<file path="src/rtl/fxq_pkg.sv">
package fxq_pkg;
  typedef enum logic [2:0] {
    Q_FLOOR      = 3'd0,
    Q_HALF_UP    = 3'd1,
    Q_HALF_ZERO  = 3'd2,
    Q_HALF_DOWN  = 3'd3,
    Q_HALF_AWAY  = 3'd4,
    Q_HALF_EVEN  = 3'd5,
    Q_TO_ZERO    = 3'd6,
    Q_FLOOR_ALT  = 3'd7
  } qmode_e;

  typedef enum logic [2:0] {
    O_WRAP     = 3'd0,
    O_SAT      = 3'd1,
    O_SAT_ZERO = 3'd2,
    O_SAT_SYM  = 3'd3,
    O_WRAP_SM  = 3'd4
  } omode_e;
endpackage

</file>
<file path="src/rtl/fxq_round.sv">
module fxq_round #(
  parameter int IN_W      = 8,
  parameter int SH        = 2,
  parameter int WW        = 12,
  parameter bit IS_SIGNED = 1'b1
) (
  input  logic [IN_W-1:0]      data_i,
  input  logic [2:0]           qmode_i,
  output logic signed [WW-1:0] r_o
);
  import fxq_pkg::*;

  localparam int LSH = (SH < 0) ? -SH : 0;

  logic signed [WW-1:0] x;
  assign x = {{(WW-IN_W){IS_SIGNED && data_i[IN_W-1]}}, data_i};

  generate
    if (SH > 0) begin : g_drop
      localparam logic [SH-1:0] HALF = (SH)'(1) << (SH-1);
      logic signed [WW-1:0] q;
      logic [SH-1:0] rem;
      logic gt, tie, nz, neg, up;

      always_comb begin
        q   = x >>> SH;
        rem = x[SH-1:0];
        gt  = rem > HALF;
        tie = rem == HALF;
        nz  = |rem;
        neg = x[WW-1];
        unique case (qmode_e'(qmode_i))
          Q_HALF_UP:   up = gt | tie;
          Q_HALF_ZERO: up = gt | (tie & neg);
          Q_HALF_DOWN: up = gt;
          Q_HALF_AWAY: up = gt | (tie & ~neg);
          Q_HALF_EVEN: up = gt | (tie & q[0]);
          Q_TO_ZERO:   up = neg & nz;
          default:     up = 1'b0;
        endcase
        r_o = q + {{(WW-1){1'b0}}, up};
      end
    end else begin : g_widen
      // no bits dropped: exact left shift
      assign r_o = x <<< LSH;
    end
  endgenerate
endmodule

</file>
<file path="src/rtl/fxq_ovf.sv">
module fxq_ovf #(
  parameter int OUT_W     = 5,
  parameter int WW        = 12,
  parameter bit IS_SIGNED = 1'b1,
  parameter int SAT_BITS  = 0
) (
  input  logic signed [WW-1:0] r_i,
  input  logic [2:0]           omode_i,
  output logic [OUT_W-1:0]     data_o,
  output logic                 ovf_o
);
  import fxq_pkg::*;

  localparam logic signed [WW-1:0] ONE   = 1;
  localparam logic signed [WW-1:0] MAX_V = IS_SIGNED ? (ONE <<< (OUT_W-1)) - ONE
                                                     : (ONE <<< OUT_W) - ONE;
  localparam logic signed [WW-1:0] MIN_V = IS_SIGNED ? -(ONE <<< (OUT_W-1)) : '0;
  localparam logic signed [WW-1:0] SYM_V = -MAX_V;
  localparam logic [OUT_W-1:0] P_MAX = MAX_V[OUT_W-1:0];
  localparam logic [OUT_W-1:0] P_MIN = MIN_V[OUT_W-1:0];
  localparam logic [OUT_W-1:0] P_SYM = SYM_V[OUT_W-1:0];
  localparam int NB = (SAT_BITS > OUT_W) ? OUT_W : SAT_BITS;
  localparam logic [OUT_W-1:0] HI_M = ~({OUT_W{1'b1}} >> NB);

  logic hi, lo, neg;
  logic [OUT_W-1:0] w, wrap_v, fill;

  always_comb begin
    hi    = r_i > MAX_V;
    lo    = r_i < MIN_V;
    ovf_o = hi | lo;
    neg   = r_i[WW-1];
    w     = r_i[OUT_W-1:0];
    fill  = neg ? P_MIN : P_MAX;
    wrap_v = (ovf_o && NB > 0) ? ((w & ~HI_M) | (fill & HI_M)) : w;
    unique case (omode_e'(omode_i))
      O_SAT:      data_o = hi ? P_MAX : (lo ? P_MIN : w);
      O_SAT_ZERO: data_o = ovf_o ? '0 : w;
      O_SAT_SYM: begin
        if (IS_SIGNED) data_o = hi ? P_MAX : ((r_i < SYM_V) ? P_SYM : w);
        else           data_o = hi ? P_MAX : (lo ? P_MIN : w);
      end
      O_WRAP_SM: begin
        if (IS_SIGNED && ovf_o) begin
          if (NB == 0) data_o = (w[OUT_W-1] != neg) ? ~w : w;
          else         data_o = (w & ~HI_M) | ({OUT_W{neg}} & HI_M);
        end else begin
          data_o = wrap_v;
        end
      end
      default:    data_o = wrap_v;
    endcase
  end
endmodule

</file>
<file path="src/rtl/fxq_requant.sv">
module fxq_requant #(
  parameter int IN_W      = 8,
  parameter int IN_I      = 4,
  parameter int OUT_W     = 5,
  parameter int OUT_I     = 3,
  parameter bit IS_SIGNED = 1'b1,
  parameter int SAT_BITS  = 0
) (
  input  logic             clk_i,
  input  logic             rst_ni,
  input  logic             valid_i,
  input  logic [IN_W-1:0]  data_i,
  input  logic [2:0]       qmode_i,
  input  logic [2:0]       omode_i,
  output logic             valid_o,
  output logic [OUT_W-1:0] data_o,
  output logic             ovf_o
);
  import fxq_pkg::*;

  localparam int IN_F  = IN_W - IN_I;
  localparam int OUT_F = OUT_W - OUT_I;
  localparam int SH    = IN_F - OUT_F;
  localparam int LSH   = (SH < 0) ? -SH : 0;
  localparam int W_A   = (IN_W + LSH > OUT_W) ? IN_W + LSH : OUT_W;
  localparam int WW    = ((W_A > SH) ? W_A : SH) + 2;
  localparam logic [OUT_W-1:0] P_MIN = IS_SIGNED ? {1'b1, {(OUT_W-1){1'b0}}} : '0;
  localparam logic [OUT_W-1:0] P_MAX = IS_SIGNED ? {1'b0, {(OUT_W-1){1'b1}}} : '1;

  logic signed [WW-1:0] r_c;
  logic [OUT_W-1:0]     d_c;
  logic                 ovf_c;

  fxq_round #(.IN_W(IN_W), .SH(SH), .WW(WW), .IS_SIGNED(IS_SIGNED)) u_round (
    .data_i (data_i),
    .qmode_i(qmode_i),
    .r_o    (r_c)
  );

  fxq_ovf #(.OUT_W(OUT_W), .WW(WW), .IS_SIGNED(IS_SIGNED), .SAT_BITS(SAT_BITS)) u_ovf (
    .r_i    (r_c),
    .omode_i(omode_i),
    .data_o (d_c),
    .ovf_o  (ovf_c)
  );

  always_ff @(posedge clk_i or negedge rst_ni) begin
    if (!rst_ni) begin
      valid_o <= 1'b0;
      data_o  <= '0;
      ovf_o   <= 1'b0;
    end else begin
      valid_o <= valid_i;
      if (valid_i) begin
        data_o <= d_c;
        ovf_o  <= ovf_c;
      end
    end
  end

  p_valid_lat_r1: assert property (@(posedge clk_i) disable iff (!rst_ni)
    valid_i |=> valid_o);
  p_valid_low_r1: assert property (@(posedge clk_i) disable iff (!rst_ni)
    !valid_i |=> !valid_o);
  p_hold_r1: assert property (@(posedge clk_i) disable iff (!rst_ni)
    !valid_i |=> ($stable(data_o) && $stable(ovf_o)));
  p_sat_zero_r9: assert property (@(posedge clk_i) disable iff (!rst_ni)
    (valid_i && omode_i == O_SAT_ZERO) |=> (!ovf_o || data_o == '0));
  p_sat_clip_r8: assert property (@(posedge clk_i) disable iff (!rst_ni)
    (valid_i && omode_i == O_SAT) |=> (!ovf_o || data_o == P_MAX || data_o == P_MIN));
  p_pass_r12: assert property (@(posedge clk_i) disable iff (!rst_ni)
    (valid_i && !ovf_c && omode_i != O_SAT_SYM) |=> data_o == $past(r_c[OUT_W-1:0]));

  generate
    if (IS_SIGNED) begin : g_sym_chk
      p_no_min_r10: assert property (@(posedge clk_i) disable iff (!rst_ni)
        (valid_i && omode_i == O_SAT_SYM) |=> data_o != P_MIN);
    end
  endgenerate
endmodule

</file>
<file path="config.mk">
export PLATFORM = sky130hd
export DESIGN_NAME = fxq_requant
export DESIGN_NICKNAME = d
export VERILOG_FILES = /design/src/rtl/fxq_pkg.sv /design/src/rtl/fxq_round.sv /design/src/rtl/fxq_ovf.sv /design/src/rtl/fxq_requant.sv
export SDC_FILE = /design/constraint.sdc
export NUM_CORES = 1
export LEC_CHECK = 0
export BUFFER_PORTS_ARGS = -buffer_cell sky130_fd_sc_hd__buf_2
export CAP_MARGIN = 10
export CELL_PAD_IN_SITES_DETAIL_PLACEMENT = 0
export CELL_PAD_IN_SITES_GLOBAL_PLACEMENT = 2
export CORE_MARGIN = 3
export CORE_UTILIZATION = 25
export CTS_CLUSTER_SIZE = 20
export DETAILED_ROUTE_END_ITERATION = 12
export GPL_ROUTABILITY_DRIVEN = 1
export HOLD_SLACK_MARGIN = 0.1
export PLACE_DENSITY = 0.81
export SKIP_LAST_GASP = 1
export SLEW_MARGIN = 25
export SYNTH_ARGS = -nofsm -noshare
export SYNTH_HDL_FRONTEND = slang
export SYNTH_SLANG_ARGS = --single-unit
</file>
<file path="constraint.sdc">
create_clock -name clk_i -period 0.8 [get_ports clk_i]
set_clock_uncertainty 0.15 [all_clocks]
set_input_delay 0.08 -clock clk_i [delete_from_list [all_inputs] [get_ports clk_i]]
set_output_delay 0.08 -clock clk_i [all_outputs]
set_load 0.01 [all_outputs]
</file>
After elaboration in Yosys (flattened, before gate mapping)
Index checks and enable logic that the tools add are counted.
{"block": "totals", "latchBits": 0, "rom_bits": 0, "memories": 0, "wordCells": 41, "register_bits": 7, "input_bits": 17, "output_inout_bits": 7, "mem_bits_rw": 0}
{"block": "op_classes", "reduce_logical": 1, "n_div": 0, "n_shift": 0, "muxes": 9, "bitwise_logic": 11, "n_eq_ne": 12, "n_mul": 0, "addsub": 1, "order_cmp": 4}
{"cell": "2-to-1 mux 5 bit", "n": 7}
{"cell": "case mux 5 bit (4 select lines)", "n": 1}
{"cell": "less-than comparator 7 x 5 -> 1 bit (second input constant)", "n": 2}
{"cell": "== test 3 x 2 -> 1 bit (second input constant)", "n": 4}
{"cell": "== test 3 bit (second input constant)", "n": 4}
{"cell": "adder 6 x 2 -> 7 bit", "n": 1}
{"cell": "> comparator 7 x 5 -> 1 bit (second input constant)", "n": 1}
{"cell": "== test 3 x 1 -> 1 bit (second input constant)", "n": 2}
{"cell": "case mux 1 bit (6 select lines)", "n": 1}
{"cell": "inverter 5 bit", "n": 1}
{"cell": "OR 1 bit", "n": 5}
{"cell": "AND 1 bit", "n": 4}
{"cell": "== test 2 bit (second input constant)", "n": 1}
{"cell": "> comparator 2 bit (second input constant)", "n": 1}
{"cell": "OR reduction 2 bit", "n": 1}
{"cell": "!= test 1 bit", "n": 1}
{"cell": "inverter 1 bit", "n": 1}

Longest topological paths before layout
Gate-level depths: netlist (run 1).
{"block": "depth", "depth_word": 9, "mapped_depth": 16, "mapped_depth_nobuf": 13}

Modules after synthesis
From an unflattened synthesis (run 1), not the netlist that was laid out.
{"block": "hier_totals", "cells_unflattened": 88, "hier_area_um2": 767.0}
{"module": "fxq_ovf", "cells_each": 49, "instances": 1, "seq_area_each_um2": 0.0, "area_per_inst_um2": 317.8}
{"module": "fxq_requant", "cells_each": 14, "instances": 1, "seq_area_each_um2": 175.2, "area_per_inst_um2": 276.5}
{"module": "fxq_round", "cells_each": 25, "instances": 1, "seq_area_each_um2": 0.0, "area_per_inst_um2": 172.7}

Worst setup path after synthesis (run 1)
Ideal clock, no wire load.
{"block": "synth_path", "path_type": "in2reg", "start": "in data_i[7]", "end": "reg data_o[4]", "slack_ns": -1.879, "setup_time_ns": 0.065, "required_time_ns": 0.585, "path_buffers": 3, "stages": 16, "arrival_ns": 2.464, "path_cell_list": "buf_2 buf_2 inv_1 a21oi_1 o32ai_1 a21oi_1 a21oi_1 ha_1 ha_1 buf_6 xor2_1 or3_1 o31ai_2 nand2_1 a221oi_2 a211o_1"}
{"block": "synth_via", "elab_chain_cells": 9, "word_cells_on_any_way": 22, "cone_classes": "1 x add/sub; 3 x order compare; 1 x eq/ne; 9 x mux; 8 x bitwise"}
{"item": "start, declared", "line_no": "fxq_requant.sv:12", "rtl": "input logic [IN_W-1:0] data_i,"}
{"item": "inverter 1 bit", "line_no": "fxq_round.sv:36", "rtl": "Q_HALF_AWAY: up = gt | (tie & ~neg);"}
{"item": "AND 1 bit", "line_no": "fxq_round.sv:36"}
{"item": "OR 1 bit", "line_no": "fxq_round.sv:36"}
{"item": "case mux 1 bit (6 select lines)", "line_no": "fxq_round.sv:32", "rtl": "unique case (qmode_e'(qmode_i))"}
{"item": "adder 6 x 2 -> 7 bit (*)", "line_no": "fxq_round.sv:41", "rtl": "r_o = q + {{(WW-1){1'b0}}, up};"}
{"item": "> comparator 7 x 5 -> 1 bit (tied with other cells)", "line_no": "fxq_ovf.sv:29", "rtl": "hi = r_i > MAX_V;"}
{"item": "OR 1 bit (tied with other cells)", "line_no": "fxq_ovf.sv:31", "rtl": "ovf_o = hi | lo;"}
{"item": "2-to-1 mux 5 bit, on equally long branches"}
{"item": "case mux 5 bit (4 select lines) (*)", "line_no": "fxq_ovf.sv:36", "rtl": "unique case (omode_e'(omode_i))"}
{"item": "end signal, assigned", "line_no": "fxq_requant.sv:50", "rtl": "data_o <= '0;"}
{"item": "end signal, assigned", "line_no": "fxq_requant.sv:55", "rtl": "data_o <= d_c;"}
{"item": "end, declared", "line_no": "fxq_requant.sv:16", "rtl": "output logic [OUT_W-1:0] data_o,"}
Every way passes the cells marked *; elsewhere a longest branch is shown, timed or not.
A chain may end at the register's enable or synchronous reset.

Final worst setup path (run 1)
{"block": "layout_path", "start": "in data_i[7]", "end": "reg data_o[0]"}
Same word-level chain as after synthesis.

==> summary.md, run 1 <==
| Metric | Value |
|---|---|
| Status | finished, violations left |
| Violated checks | negative hold slack, negative setup slack |
| Crit path DAT | 2.19 ns |
| Critical Path End | data_o[0] |
| Placed cell count | 200 |
| R2r setup slk | -0.12 ns |
| Worst Setup SP | data_i[7] |
| Register bit total from synthesis | 7 |
| Seq/Total Area, Yosys | between 20% and 30% |
| Initial antenna violation count | 0 |
| Synth async-reset ratio | 100% |
| Max IR drop VDD | 0.752 mV |
| Slowest cell on the critical path | o31ai_1 |
| Drt initial violations | 37 |
| Clock root buffer | clkbuf_4 |
| CTS tree | yes |
| Worst-Skew Late Latency | about 0.25 ns |
| Critical path class | in -> reg |
| Overall Global Routing Usage | 13.4% |
| Final hold vios | 1 |
| Finished Core Util | a little under half |
| TritonCTS Buffers | 3 |
| R2r endpoint | data_o[4] |
| Hold Startpoint | valid_i |
| Vias in the first global route | ~1000 |
| Post-Syn Area | 812 µm² |
| Slew HR | 75.8% |
| CTS sink count | 7 |
| Largest net degree at the start of global routing | 17 |
| Reg clk slew, reported paths | 0.05 ns |
| Unrepaired setup endpoints after global routing | yes |
| Gate Count Post-Synth | around 110 |
| CP max stage delay | 0.31 ns |
| Fin crit period | between 2 and 2.5 ns |
| Die Width | 63.0 µm |
| Max-slew violation count | 0 |
| DRT Pass-1 Iters | 4 |
| Synth Net Count | 125 |
| Port Buffers | 23 |
| ANT nets after route | 0 |
| Slew @ Worst Pin | approximately 0.36 ns |
| Remaining global-route overflow | 0 |
| FP Rows | 20 |
| Post-synthesis cell type count | between 40 and 50 |
| Final setup margin | -1.41 ns |
| Min Hold Slack | -0.0207 ns |
| Number of synthesized flops with an enable pin | 0 |
| Final RePlAce weighted congestion | around 0.80 |
| Die Area | 0.00397 mm² |
| Dpl hpwl | 1.98 mm |
| Critical Path RT | 0.77 ns |
| Leak Pwr | 0.609 nW |
| Non-filler cells, final | 210 |
| Core Area | 0.00308 mm² |
| Avg Synthesized Cell Area | 7.66 µm² |
| Worst min path class | in -> reg |
| Most used cell, CP | a21oi_1 |
| FMAX | 452 MHz |
| MaxCap Viol Count | 0 |
| Critical Path Source Type | primary input |
| Hold buffer count at cts | 1 |
| Most common cell in the netlist | nand2_1 |
| Io pins | 24 |
| Most frequent cells after synthesis | 15 x nand2_1, 8 x a21oi_1, 7 x dfrtp_1 |
| CP endpoint kind | flip-flop |
| CTS Buffer Depth | 2 |
| Cell taking the most area after synthesis | dfrtp_1 |
| Crit path cell chain | buf_8 > inv_4 > a21oi_2 > o32ai_2 > a21oi_1 > a21oi_1 > ha_2 > ha_4 > nand3_4 > buf_6 > a31oi_4 > o31ai_2 > o41ai_2 > o31ai_1 > a31oi_2 |
| Worst r2r src | data_o[4] |
| Antenna fix cells | 0 |
| Synth Flop Type | dfrtp_1 |
| Ys Warns | 0 |
| Layout cells sized above 1 | a little over half |
| Residual DRC count | 0 |
| Setup violations, final | 13 |
| Area Overhead vs Synth | 74.9% |
| Worst Reg2Reg Path Length in Cells | 1 |
| NumNets Final | 186 |
| Starting Density | 26.4% |
| Routed wire length | around 2.7 mm |
| Final Cycle Share | 277% |
| Routed vias | between 1000 and 1500 |
| Power Density | between 1000 and 1500 mW/mm² |
| Post-DR wirelength/cell | 12.9 µm |
| CTS H-tree lvls | 1 |
| Worst Path Max Fanout | 7 |
| First-pass GRT wire length | 4.49 mm |
| Die Y | 63.0 µm |
| Largest cells by area after synthesis | dfrtp_1 22%, nand2_1 6.9%, a21oi_1 4.9% |
| DR vias/cell | roughly 5 |
| Post-synth top area share | 21.6% |
==> logic make-up after synthesis <==
family | Yosys count | synth area share (%)
adder cells (fa/ha/maj) | 2 | 3.08
AO/OA/AOI/OAI | 39 | 33.7
buffers and inverters | 13 | 8.78
flip-flops | 7 | 21.6
AND/OR/NAND/NOR | 39 | 25.9
XOR/XNOR | 4 | 4.32
multiplexers | 2 | 2.62
==> per-stage QoR <==
stage	instance area, µm²	power, mW	setup slack [ns]	setup TNS (ns)
floorplan	851	0.745	-1.69	-9.59
global placement	1210	1.01	-1.72	-9.96
detailed placement	1210	1.01	-1.73	-10.08
CTS	1320	1.41	-1.41	-9.62
global route	1420	1.56	-1.53	-10.74
finish	1420	1.45	-1.41	-9.62
==> per-layer routing <==
metal,vias to the layer above,GRT usage [%],share of wire [%]
met3,2,1.44,6.0
met4,0,4.96,0.63
met5,-,0,0
met2,37,21.7,48
met1,505,18.2,45
li1,521,-,-
==> layout make-up <==
type,count,area (µm²)
Fill cell,302,1660
Multi-Input combinational cell,86,674
Timing Repair Buffer,64,465
Sequential cell,7,175
Tap cell,44,55.1
Clock buffer,4,26.3
Inverter,5,23.8
==> registers in the layout, summed over array words and instances (netlist names) <==
register / cells
ovf_o: 1
valid_o: 1
data_o: 5
==> worst max-delay path, delay by kind of cell <==
family | cells | cell delay, ns
fa+ha+maj | 2 | 0.41
buf+inv | 3 | 0.24
compound gates | 9 | 1.36
simple gates | 1 | 0.09
==> repair_timing <==
action                                  in CTS  in global routing
pin swaps                                    4                  9
gates resized for setup                     14                 17
endpoints found under the setup margin      13                 13
hold endpoints to repair                     8                  8
setup buffers                                2                  3
cloned                                       0                  0
==> worst min-delay path by stage <==
stage	to	slack, ns	cells past startpoint
floorplan	data_o[0]	-0.37	0
global placement	valid_o	-0.23	1
detailed placement	data_o[0]	-0.23	1
CTS	valid_o	-0.03	2
global route	valid_o	-0.01	2
finish	valid_o	-0.02	2
==> layout by cell type, fill, tap and decap left out, types with 2 or more instances in the layout <==
| cell type | count |
|---|---|
| buf_4 | 37 |
| buf_2 | 19 |
| nand2_1 | 14 |
| dfrtp_1 | 7 |
| buf_6 | 6 |
| a21oi_2 | 5 |
| o21ai_0 | 4 |
| and2_1 | 4 |
| o22ai_1 | 4 |
| a21oi_1 | 3 |
| inv_1 | 3 |
| nor2b_1 | 3 |
| xnor2_1 | 3 |
| nor2_1 | 3 |
| clkbuf_4 | 3 |
| inv_4 | 2 |
| or3_1 | 2 |
| a32oi_1 | 2 |
| o211ai_1 | 2 |
| o31ai_2 | 2 |
| o21ai_1 | 2 |
| o31ai_1 | 2 |
==> where the power goes <==
part / switching [mW] / internal [mW] / leakage (nW)
Combinational: 0.344 / 0.358 / 0.513
Clock: 0.130 / 0.190 / 0.0150
Sequential: 0.0280 / 0.403 / 0.0807
Total: 0.503 / 0.952 / 0.609
Power figures use the tool's default switching activity.
==> run 2: changes to the inputs <==
MAX_ROUTING_LAYER = met4   (was unset)
==> summary.md, run 2 (same netlist as run 1, synthesis figures left out) <==
| Metric | Value |
|---|---|
| Status | finished, violations left (unchanged) |
| Violated checks | negative setup slack (was negative hold slack, negative setup slack) |
| Hold buffer count at cts | 1 (unchanged) |
| Slew HR | 76.3% (was 75.8%) |
| Most used cell, CP | a21oi_1 (unchanged) |
| Reg clk slew, reported paths | 0.05 ns (about the same) |
| CP endpoint kind | flip-flop (unchanged) |
| Setup TNS | -9.76 ns (was -9.62 ns) |
| CP max stage delay | 0.38 ns (was 0.31 ns) |
| Worst Path Max Fanout | 6 (was 7) |
| Vias in the first global route | 1080 (was 1032) |
| FP Rows | 20 (unchanged) |
| Max-slew violation count | 0 (unchanged) |
| Unrepaired setup endpoints after global routing | yes (unchanged) |
| TritonCTS Buffers | 3 (unchanged) |
| Antenna fix cells | 0 (unchanged) |
| Design Area, Final | 0.00153 mm² (was 0.00142 mm²) |
| Fill cells | 293 (was 302) |
| First-pass GRT wire length | 4.69 mm (was 4.49 mm) |
| Post-DR wirelength/cell | 12.9 µm (about the same) |
| Met1 GRT Util | 19.0% (was 18.2%) |
| Clock root buffer | clkbuf_4 (unchanged) |
| Highest-count cells in the layout ignoring fill and taps | 39 x buf_4, 19 x buf_2, 11 x nand2_1 (was 37 x buf_4, 19 x buf_2, 14 x nand2_1) |
| Layout cells sized above 1 | 60.2% (was 54.8%) |
| Final Cycle Share | 281% (was 277%) |
| Die Y | 63.0 µm (unchanged) |
| Io pins | 24 (unchanged) |
| Die Area | 0.00397 mm² (unchanged) |
| Busiest grt layer | met2 (unchanged) |
| Critical Path RT | 0.76 ns (was 0.77 ns) |
| Final RePlAce weighted congestion | 0.805 (was 0.804) |
| Final hold vios | 0 (was 1) |
| Slowest cell on the critical path | a311oi_4 (was o31ai_1) |
| Routed wire length | 2.78 mm (was 2.72 mm) |
| Core Area | 0.00308 mm² (unchanged) |
| DP Area | 0.00125 mm² (was 0.00121 mm²) |
| Critical path class | in -> reg (unchanged) |
| FMAX | 445 MHz (was 452 MHz) |
| Port Buffers | 23 (unchanged) |
| Critical Path Source Type | primary input (unchanged) |
| Final Power | 1.54 mW (was 1.45 mW) |
| Power Density | 1000 mW/mm² (was 1020 mW/mm²) |
| CTS H-tree lvls | 1 (unchanged) |
| Drt initial violations | 33 (was 37) |
| Initial antenna violation count | 0 (unchanged) |
| Dpl hpwl | 2.03 mm (was 1.98 mm) |
| CTS tree | yes (unchanged) |
| Remaining global-route overflow | 0 (unchanged) |
| ANT nets after route | 0 (unchanged) |
| DR vias/cell | 5.01 (was 5.07) |
| Worst path bufs/invs | 3 (unchanged) |
| Crit path cell chain | buf_6 > inv_4 > o32ai_2 > a21oi_1 > a21oi_1 > ha_2 > ha_4 > buf_4 > nand3_2 > a311oi_4 > o41ai_4 > o31ai_2 > a31oi_4 (was buf_8 > inv_4 > a21oi_2 > o32ai_2 > a21oi_1 > a21oi_1 > ha_2 > ha_4 > nand3_4 > buf_6 > a31oi_4 > o31ai_2 > o41ai_2 > o31ai_1 > a31oi_2) |
| Starting Density | 26.4% (unchanged) |
| Overall Global Routing Usage | 14.4% (was 13.4%) |
| Worst path top cell family by delay | compound AO/OA/AOI/OAI gates (unchanged) |
| Setup violations, final | 13 (unchanged) |
| Worst min path class | in -> reg (unchanged) |
| Slew @ Worst Pin | 0.355 ns (was 0.359 ns) |
| MaxCap Viol Count | 0 (unchanged) |
| Routing usage on met2 | 23.5% (was 21.7%) |
| Worst-Skew Late Latency | 0.24 ns (was 0.25 ns) |
| Met3 GRT Util | 1.26% (was 1.44%) |
| Most common cell after layout, fill and taps aside | buf_4 (unchanged) |
| Largest Register | data_o (unchanged) |
| Fin crit period | 2.25 ns (was 2.21 ns) |
| Die Width | 63.0 µm (unchanged) |
| DRT Pass-1 Iters | 4 (unchanged) |
| Final setup margin | -1.45 ns (was -1.41 ns) |
| Largest net degree at the start of global routing | 17 (unchanged) |
| Area Overhead vs Synth | 88.6% (was 74.9%) |
| Leak Pwr | 0.658 nW (was 0.609 nW) |
| Max reg flops | 5 (unchanged) |
| CTS sink count | 7 (unchanged) |
| Residual DRC count | 0 (unchanged) |
| CTS Buffer Depth | 2 (unchanged) |
| R2r setup slk | -0.15 ns (was -0.12 ns) |
| Crit path DAT | 2.21 ns (was 2.19 ns) |
| NumNets Final | 191 (was 186) |
| Routed vias | 1078 (was 1065) |
| Largest registers | data_o x5, ovf_o x1, valid_o x1 (unchanged) |
| Max IR drop VDD | 0.849 mV (was 0.752 mV) |
run 2: cell count changes in the layout (fill, tap and decap cells not counted), moves of 2 or more:
cell,before,now
buf_6,6,9
buf_4,37,39
nand2_2,1,4
nand2_1,14,11
run 2: area by class of cell:
cell class / instances / area (µm²) / share of cell area (%)
Sequential cell: 7 / 175 / 11.4
Tap cell: 44 / 55.1 / 3.59
Inverter: 5 / 23.8 / 1.55
Timing Repair Buffer: 69 / 514 / 33.6
Multi-Input combinational cell: 86 / 737 / 48.1
Clock buffer: 4 / 26.3 / 1.72
run 2: stage by stage:
stage | cells | setup WS (ns) | utilization (%) | hold WS, ns
5_1_grt | 215 | -1.58 | 49.8 | 0.0103
3_5_place_dp | 205 | -1.75 | 40.7 | -0.233
3_3_place_gp | 205 | -1.69 | 40.7 | -0.235
4_1_cts | 212 | -1.41 | 46.4 | -0.0103
2_1_floorplan | 106 | -1.69 | - | -0.366
6_report | 215 | -1.45 | 49.8 | 0.00407
run 2: layer usage:
layer	vias up	wire [µm]
met4	0	15
met3	2	146
met5	-	0
met2	40	1350
li1	537	-
met1	499	1270
run 2: worst reg2reg max path, delay by kind of cell, from the launching register on:
kind | cells | cell delay [ns]
compound gates | 2 | 0.18
buf+inv | 1 | 0.14
flops | 1 | 0.38
run 2: path summary, 6_finish.rpt:
| kind | start | end | cells after the start |
|---|---|---|---|
| worst max register to register | data_o[1] | data_o[1] | 3 |
| min in group asynchronous | rst_ni | data_o[0] | 2 |
| max in group asynchronous | rst_ni | data_o[4] | 2 |
| worst max-delay path | qmode_i[1] | data_o[0] | 13 |
| worst min-delay path | valid_i | valid_o | 2 |
| worst min register to register | ovf_o | ovf_o | 1 |
run 2: report_power, final:
part           switching [mW]  internal, mW  leakage (nW)
registers              0.0252         0.403        0.0807
clock network           0.117         0.189        0.0150
logic                   0.380         0.421         0.562
total                   0.522          1.01         0.658
run 2: repair_timing:
action                                 CTS  global route
setup endpoints to repair               13            13
pin swaps                               14            13
setup buffers                            3             3
endpoints found under the hold margin    8             8
resized for setup                       28            17
